## src/rtl/hwrap_pkg.sv

```systemverilog
package hwrap_pkg;
    localparam int unsigned BUS_W = 32;

    typedef enum logic [2:0] {
        ST_READ,
        ST_PAD,
        ST_LOAD,
        ST_NEXT,
        ST_WAIT,
        ST_OUT
    } hw_state_e;

    function automatic int unsigned cnt_bits(input int unsigned n);
        return (n < 2) ? 1 : $clog2(n);
    endfunction
endpackage

```

## src/rtl/hwrap_collect.sv

```systemverilog
module hwrap_collect
    import hwrap_pkg::*;
#(
    parameter int unsigned BLOCK_W = 256
) (
    input  logic               clk,
    input  logic               rst,
    input  logic               shift_en,
    input  logic               zero_fill,
    input  logic [BUS_W-1:0]   din,
    output logic [BLOCK_W-1:0] block,
    output logic               last_slot
);
    localparam int unsigned WPB = BLOCK_W / BUS_W;
    localparam int unsigned CW  = cnt_bits(WPB);

    logic [CW-1:0]    wcnt;
    logic [BUS_W-1:0] word_in;

    assign word_in   = zero_fill ? '0 : din;
    assign last_slot = (wcnt == CW'(WPB - 1));

    always_ff @(posedge clk) begin
        if (rst) begin
            wcnt <= '0;
        end else if (shift_en) begin
            wcnt <= last_slot ? '0 : wcnt + 1'b1;
        end
    end

    generate
        if (WPB > 1) begin : g_multi
            always_ff @(posedge clk) begin
                if (rst) block <= '0;
                else if (shift_en) block <= {block[BLOCK_W-BUS_W-1:0], word_in};
            end
        end else begin : g_single
            always_ff @(posedge clk) begin
                if (rst) block <= '0;
                else if (shift_en) block <= word_in;
            end
        end
    endgenerate


    wrap_restart_chk: assert property (@(posedge clk) disable iff (rst)
        (shift_en && last_slot) |=> (wcnt == '0));
endmodule

```

## src/rtl/hwrap_blkctr.sv

```systemverilog
module hwrap_blkctr #(
    parameter int unsigned CTR_W = 64
) (
    input  logic                                clk,
    input  logic                                rst,
    input  logic                                clr,
    input  logic                                inc,
    output logic [(CTR_W > 0 ? CTR_W : 1)-1:0] cnt
);
    generate
        if (CTR_W > 0) begin : g_ctr
            always_ff @(posedge clk) begin
                if (rst || clr) cnt <= '0;
                else if (inc) cnt <= cnt + 1'b1;
            end


            ctr_nonzero_chk: assert property (@(posedge clk) disable iff (rst)
                (inc && !clr && (cnt != '1)) |=> (cnt != '0));
        end else begin : g_none
            assign cnt = '0;
        end
    endgenerate
endmodule

```

## src/rtl/hwrap_emit.sv

```systemverilog
module hwrap_emit
    import hwrap_pkg::*;
#(
    parameter int unsigned DIG_W = 256
) (
    input  logic             clk,
    input  logic             rst,
    input  logic             capture,
    input  logic             advance,
    input  logic [DIG_W-1:0] digest_in,
    output logic [BUS_W-1:0] word_out
);
    logic [DIG_W-1:0] dreg;

    assign word_out = dreg[DIG_W-1 -: BUS_W];

    generate
        if (DIG_W > BUS_W) begin : g_wide
            always_ff @(posedge clk) begin
                if (rst) dreg <= '0;
                else if (capture) dreg <= digest_in;
                else if (advance) dreg <= {dreg[DIG_W-BUS_W-1:0], {BUS_W{1'b0}}};
            end
        end else begin : g_narrow
            always_ff @(posedge clk) begin
                if (rst) dreg <= '0;
                else if (capture) dreg <= digest_in;
            end
        end
    endgenerate
endmodule

```

## src/rtl/hwrap_ctrl.sv

```systemverilog
module hwrap_ctrl
    import hwrap_pkg::*;
#(
    parameter int unsigned BLOCK_W = 256,
    parameter int unsigned CTR_W   = 64,
    parameter int unsigned SALT_W  = 128,
    parameter int unsigned DIG_W   = 256,
    parameter int unsigned OUT_W   = 224
) (
    input  logic                                  clk,
    input  logic                                  rst,
    input  logic                                  in_valid,
    input  logic [31:0]                           in_data,
    input  logic                                  in_last,
    output logic                                  in_ready,
    input  logic [(SALT_W > 0 ? SALT_W : 1)-1:0]  salt_in,
    output logic [BLOCK_W+CTR_W-1:0]              core_block,
    output logic [(SALT_W > 0 ? SALT_W : 1)-1:0]  core_salt,
    output logic                                  core_load,
    output logic                                  core_final,
    input  logic                                  core_ready,
    input  logic                                  core_done,
    input  logic [DIG_W-1:0]                      core_digest,
    output logic                                  out_valid,
    output logic [31:0]                           out_data
);
    localparam int unsigned OW  = OUT_W / BUS_W;
    localparam int unsigned OCW = cnt_bits(OW);
    localparam int unsigned CTW = (CTR_W > 0) ? CTR_W : 1;

    hw_state_e        state, state_nx;
    logic             last_q;
    logic [OCW-1:0]   ocnt;
    logic             accept, shift_en, last_slot, blk_done, out_end;
    logic [BLOCK_W-1:0] msg_block;
    logic [CTW-1:0]   ctr;

    assign accept   = in_valid && (state == ST_READ);
    assign shift_en = accept || (state == ST_PAD);
    assign blk_done = shift_en && last_slot;
    assign out_end  = (state == ST_OUT) && (ocnt == OCW'(OW - 1));

    hwrap_collect #(.BLOCK_W(BLOCK_W)) u_collect (
        .clk       (clk),
        .rst       (rst),
        .shift_en  (shift_en),
        .zero_fill (state == ST_PAD),
        .din       (in_data),
        .block     (msg_block),
        .last_slot (last_slot)
    );

    hwrap_blkctr #(.CTR_W(CTR_W)) u_ctr (
        .clk (clk),
        .rst (rst),
        .clr (out_end),
        .inc (blk_done),
        .cnt (ctr)
    );

    hwrap_emit #(.DIG_W(DIG_W)) u_emit (
        .clk       (clk),
        .rst       (rst),
        .capture   ((state == ST_WAIT) && core_done),
        .advance   (state == ST_OUT),
        .digest_in (core_digest),
        .word_out  (out_data)
    );

    generate
        if (CTR_W > 0) begin : g_aug
            assign core_block = {msg_block, ctr};
        end else begin : g_plain
            assign core_block = msg_block;
        end
    endgenerate

    always_comb begin
        state_nx = state;
        unique case (state)
            ST_READ: if (accept) begin
                if (last_slot)    state_nx = ST_LOAD;
                else if (in_last) state_nx = ST_PAD;
            end
            ST_PAD:  if (last_slot) state_nx = ST_LOAD;
            ST_LOAD: state_nx = last_q ? ST_WAIT : ST_NEXT;
            ST_NEXT: if (core_ready) state_nx = ST_READ;
            ST_WAIT: if (core_done) state_nx = ST_OUT;
            ST_OUT:  if (out_end) state_nx = ST_READ;
            default: state_nx = ST_READ;
        endcase
    end

    always_ff @(posedge clk) begin
        if (rst) begin
            state     <= ST_READ;
            last_q    <= 1'b0;
            ocnt      <= '0;
            core_salt <= '0;
        end else begin
            state <= state_nx;
            if (accept && in_last) last_q <= 1'b1;
            else if (out_end)      last_q <= 1'b0;
            if (blk_done) core_salt <= salt_in;
            if (state == ST_OUT) ocnt <= out_end ? '0 : ocnt + 1'b1;
        end
    end

    assign in_ready   = (state == ST_READ);
    assign core_load  = (state == ST_LOAD);
    assign core_final = (state == ST_LOAD) && last_q;
    assign out_valid  = (state == ST_OUT);


    load_pulse_chk: assert property (@(posedge clk) disable iff (rst)
        core_load |=> !core_load);

    final_with_load_chk: assert property (@(posedge clk) disable iff (rst)
        core_final |-> core_load);

    hold_after_load_chk: assert property (@(posedge clk) disable iff (rst)
        (core_load && !core_final) |=> !in_ready);

    wait_digest_chk: assert property (@(posedge clk) disable iff (rst)
        (core_load && core_final) |=> (!in_ready && !out_valid));

    out_exclusive_chk: assert property (@(posedge clk) disable iff (rst)
        out_valid |-> !in_ready);
endmodule

```

## config.mk

```make
export PLATFORM = sky130hd
export DESIGN_NAME = hwrap_ctrl
export DESIGN_NICKNAME = d
export VERILOG_FILES = /design/src/rtl/hwrap_pkg.sv /design/src/rtl/hwrap_collect.sv /design/src/rtl/hwrap_blkctr.sv /design/src/rtl/hwrap_emit.sv /design/src/rtl/hwrap_ctrl.sv
export SDC_FILE = /design/constraint.sdc
export NUM_CORES = 1
export LEC_CHECK = 0
export BUFFER_PORTS_ARGS = -buffer_cell sky130_fd_sc_hd__buf_2
export CORE_AREA = 3 3 356 358
export CTS_CLUSTER_DIAMETER = 80
export DETAILED_ROUTE_END_ITERATION = 10
export DIE_AREA = 0 0 359 361
export PLACE_DENSITY = 0.41
export SYNTH_ARGS = -nofsm -noshare
export SYNTH_HDL_FRONTEND = slang
export SYNTH_SLANG_ARGS = --single-unit
```

## constraint.sdc

```tcl
create_clock -name clk -period 3.28 [get_ports clk]
set_input_delay 0.656 -clock clk [delete_from_list [all_inputs] [get_ports clk]]
set_output_delay 0.656 -clock clk [all_outputs]
set_load 0.1 [all_outputs]
```

# ---- After elaboration in Yosys (flattened, before gate mapping)
# Cells that the tools add are included.
dict set report word_totals {
  out_inout_bits 484
  inputBits 422
  elab_cells 52
  regBits 714
}
dict set report classes {
  muxes 16
  n_reduce_logical 12
  add_sub_neg 3
  eq_ne 13
}
# operator n
set ops {}
lappend ops {{$mux 256} 2}
lappend ops {{$add 64x1->64 const B} 1}
lappend ops {{$mux 32} 1}
lappend ops {{$mux 3} 10}
lappend ops {{$pmux 3 s6} 1}
lappend ops {{$eq 3x3->1 const B} 4}
lappend ops {{$add 3x1->3 const B} 2}
lappend ops {{$eq 3x2->1 const B} 2}
lappend ops {{$logic_and 1x1->1} 6}
lappend ops {{$ne 2x2->1 const B} 3}
lappend ops {{$reduce_and 6->1} 1}
lappend ops {{$ne 2x1->1 const B} 2}
lappend ops {{$reduce_bool 2->1} 2}
lappend ops {{$eq 3x1->1 const B} 1}
lappend ops {{$logic_not 3->1} 1}
lappend ops {{$ne 3x2->1 const B} 1}
lappend ops {{$logic_or 1x1->1} 2}
lappend ops {{$mux 1} 2}

# ---- Depth between registers and ports, before layout
dict set report depth {
  ltp_word 4
  depth_mapped 10
}

# ---- Hierarchy
# Synthesis repeated with hierarchy kept, for this count alone.
dict set report unflattened {
  hier_cells 3041
  area_unflattened_um2 29215.5
}
# mod cells_each n_inst area_each_um2 seq_area_each_um2
set by_module_without_submodules {}
lappend by_module_without_submodules {hwrap_emit 1170 1 11905.2 5124.9}
lappend by_module_without_submodules {hwrap_collect 877 1 9290.2 5185.0}
lappend by_module_without_submodules {hwrap_ctrl 622 1 4903.5 2702.6}
lappend by_module_without_submodules {hwrap_blkctr 372 1 3116.7 1281.2}

# ---- Least setup slack after synthesis
# No wires, ideal clock.
dict set report synth_timing {
  path_type {reg-to-output}
  startpoint {register state[1]}
  endpoint {output core_final}
  path_stages_with_launch 6
  path_slack_ns -0.936
  required_ns 2.624
  arrival_ns 3.560
  path_cell_list {dfxtp_1 -> buf_2 -> inv_1 -> nor3_1 -> nand2_1 -> inv_1}
}
dict set report synth_via {
  elab_chain_cells 2
}
# element line
set synth_rtl {}
lappend synth_rtl {{start: declaration} hwrap_ctrl.sv:31} ;# hw_state_e state, state_nx;
lappend synth_rtl {{start signal: assignment} hwrap_ctrl.sv:101} ;# state <= state_nx;
lappend synth_rtl {{$eq 3x2->1} -}
lappend synth_rtl {{via core_load} hwrap_ctrl.sv:19} ;# output logic core_load,
lappend synth_rtl {{$logic_and 1x1->1} hwrap_ctrl.sv:111} ;# assign core_final = (state == ST_LOAD) && last_q;
lappend synth_rtl {{end: declaration} hwrap_ctrl.sv:20} ;# output logic core_final,
# The timed path passes the listed nets, and every way through them passes these cells.

# ---- Final worst setup path
dict set report layout_timing {
  startpoint {register state[1]}
  endpoint {output core_final}
}
dict set report layout_via {
  elab_chain_cells 2
}
# element line
set layout_rtl {}
lappend layout_rtl {{$eq 3x2->1} hwrap_ctrl.sv:111}
lappend layout_rtl {{$logic_and 1x1->1} hwrap_ctrl.sv:111}
# No other way between the ends.

==> flow_results.org <==
** Global routing
- Global-route wire length before repair :: 181.1 mm
- Entering global routing, the biggest net connects 183 pins.
- The via count of the first global-routing pass was 26170.
- Global routing finished with a remaining overflow of 0.
- Initial antenna violation count :: 84
- In the global route stage, overall resource usage came out at 18.36%.

** Finish
- Most used cells in the layout excluding fill and tap cells :: nand2_1, buf_2, dfxtp_1, a21oi_1, nor2_1
- In the final layout, the share of cells above drive strength 1 is 26.13%.
- The net count of the finished layout is 4647.
- Relative to the synthesized area, the layout overhead comes to 33.62%.
- Filler Cell Count :: 13650
- The library cell used most frequently in the layout, excluding fill and tap cells, is nand2_1.
- The finished layout holds 5967 standard cells, fillers aside.

** Clocking
- Root buffer cell :: clkbuf_16
- CTS tree :: built
- Hold bufs inserted after CTS :: 0
- Clk_lat worst skew :: 0.65 ns
- H-tree depth :: 3
- After clock tree synthesis, the repair step resized 0 gates.
- Worst-path clk slew :: 0.05 ns
- Once the clock tree was built, the setup fixing pass inserted 0 buffers.
- Count of clock tree sinks :: 714
- Largest buffer count on any clock path :: 3
- Buffers inserted during clock tree synthesis total 87.

** Floorplanning
- Site Rows :: 129
- Once the floorplan was initialized, standard cells occupied 22.11% of the core.
- Die outline area :: 129600 um2
- In this run the standard cell core region covers 123600 um2.
- Pin placement for this block handled 906 I/O pins.
- The floorplan step set the die width to 359 um.
- Vertical die dimension :: 361 um

** Placement
- Placed instance count :: 5767
- Placement Setup Slack :: 0.4095 ns
- RePlAce Congestion :: 0.8384
- Port buffering added 905 buffers.
- After legalization and detailed placement, the total HPWL measured 92.87 mm.

** Power
- VDD sags by at most 0.3869 mV.
- Leakage power of the design :: 14.15 nW
- Power density over the cells :: 579.9 nW/um2

** STA
- Finish-stage setup viols :: 0
- At the pin with the least slew margin, the transition time is 1.117 ns.
- Final critical path time including I/O delays and setup :: 3.110 ns
- Adding up every negative setup slack in the final design gives 0 ns.
- Number of slew-limit violations in the final report :: 0
- In the post-route analysis, the smallest setup slack over all paths is 0.1697 ns.
- Headroom to the max-slew limit came out at 25.25%.
- The final hold violation count is 0.
- Maximum clock frequency :: 321.5 MHz
- Clock skew :: 0.02981 ns
- Setup repair after global routing left no endpoint under its margin.
- The final critical path takes up 94.83% of the cycle.

** Logic synthesis
- Synthesis produced a netlist with a net count of 3911.
- Most frequently used flop master after synthesis :: dfxtp_1
- Seq cells post-synth :: 714
- The synthesized design contains 0 enable-type register cells.
- Syn_area_per_cell :: 7.848 um2
- Post-synthesis instance total :: 3483
- During synthesis, Yosys emitted a total of 0 warnings.
- Fraction of synthesis flops using an asynchronous set or reset pin :: 0%
- Summing every instance area after synthesis gives 27330 um2.
- Sequential element share of the synthesized area :: 52.29%
- Yosys mapped the design onto 44 distinct sky130hd cell types.

** Routing
- # DRC :: 0
- The first detailed-routing pass took 5 iterations.
- The detailed router finished its first iteration with 1963 violations.
- Wire length per cell :: 21.00 um
- Post-route antenna net violation count :: 0
- The routed layout has 27300 vias.
- After detailed routing, the total wire length is 125.3 mm.
- After detailed routing, the number of vias per cell comes to 4.576.

** Job
- # Max-Cap Violations :: 0

** Worst setup path
- Max FO, Critical Path :: 10
- CP Data Arrival Time :: 2.45 ns
- Critical path class :: flip-flop to output pin
- Kind of end point of the critical path :: output pin
- STA classifies the critical path startpoint as a flip-flop.
- Required time at the worst-slack endpoint :: 2.62 ns

** Status
- The run finished with clean final reports.

** Min path
- Hold crit path type :: input pin to flip-flop
## stage by stage
step | total power (W) | cell area (um2) | hold WS (ns) | util [%]
2_1_floorplan | 0.01041 | 27350 | 0.4366 | -
3_3_place_gp | 0.01117 | 33390 | 0.4395 | 27.01
3_5_place_dp | 0.01117 | 33390 | 0.4430 | 27.01
4_1_cts | 0.02152 | 36430 | 0.1736 | 29.46
5_1_grt | 0.02197 | 36460 | 0.1997 | 29.49
6_report | 0.02118 | 36530 | 0.2410 | 29.54
## metal layers
metal / wire length [um] / part of all wire, % / vias to the layer above / global-route usage, %
met5: 428 / 0.34 / - / 0
met3: 12000 / 9.6 / 218 / 7.958
li1: - / - / 13360 / -
met2: 58320 / 47 / 800 / 29.92
met4: 3398 / 2.7 / 64 / 5.696
met1: 51180 / 41 / 12860 / 21.76
## Yosys cell counts, types with 8 or more instances
library cell | count | area, um2
nand4_1 | 21 | 131.4
nor3_1 | 15 | 75.07
buf_4 | 32 | 240.2
nor4_1 | 11 | 68.82
o31ai_1 | 26 | 195.2
nand3_1 | 24 | 120.1
inv_1 | 15 | 56.30
o21ai_0 | 18 | 90.09
buf_1 | 8 | 30.03
nand2_1 | 1230 | 4617
a21oi_1 | 469 | 2347
dfxtp_1 | 714 | 14290
or3_1 | 18 | 112.6
a311oi_1 | 191 | 1673
xor2_1 | 8 | 70.07
clkbuf_1 | 269 | 1010
nor2_1 | 259 | 972.2
or4_1 | 30 | 225.2
xnor2_1 | 10 | 87.58
a22oi_1 | 65 | 488.0
## where the power goes
part	switching, W	internal [W]
Clock	0.00407	0.00617
Sequential	0.000122	0.00880
Combinational	0.00157	0.000455
Total	0.00576	0.0154
## layout make-up
| type | instances | area (um2) | share of cell area [%] |
|---|---|---|---|
| Sequential cell | 714 | 14290 | 39.13 |
| Multi-Input combinational cell | 2441 | 11750 | 32.18 |
| Timing Repair Buffer | 960 | 5230 | 14.32 |
| Clock buffer | 128 | 2572 | 7.043 |
| Tap cell | 1637 | 2048 | 5.607 |
| Clock inverter | 32 | 465.4 | 1.274 |
| Antenna cell | 40 | 100.1 | 0.2740 |
| Inverter | 15 | 63.81 | 0.1747 |
## sequential cells by signal (all words and copies together) (netlist names)
signal and count:
core_salt 128, u_ctr.cnt 64, state 3, ocnt 3, u_emit.dreg 256, u_collect.wcnt 3, u_collect.block 256, last_q 1
## path summary, 6_finish.rpt
| path | start | end | slack [ns] | depth (start not counted) |
|---|---|---|---|---|
| max | state[1]$_SDFFE_PP0P_ | core_final | 0.17 | 5 |
| min | salt_in[1] | core_salt[1]$_SDFFE_PP0P_ | 0.24 | 3 |
| max reg2reg | u_collect.wcnt[0]$_SDFFE_PP0P_ | u_ctr.cnt[42]$_SDFFE_PP0P_ | 0.41 | 6 |
| min reg2reg | u_collect.block[230]$_SDFFE_PP0P_ | u_collect.block[230]$_SDFFE_PP0P_ | 0.45 | 2 |
## logic make-up (layout without fill, tap and decap cells)
kind of cell	count (synthesis)	in the layout	share of synthesized area, %
buffers and inverters	328	1135	5.008
other	0	40	0
xor gates and xnor gates	18	18	0.5767
DFF	714	714	52.29
AOI/OAI and AO/OA	782	782	17.92
adders and majority gates	6	6	0.2746
muxes	2	2	0.07324
and+or+nand+nor	1633	1633	23.85
## worst max-delay path: stages (launching register included)
cell and delay [ns]:
dfxtp_1 0.57, inv_1 0.25, nor3_2 0.32, nand2_1 0.12
inv_1 0.11, buf_2 0.44
(Power assumes the default switching activity.)
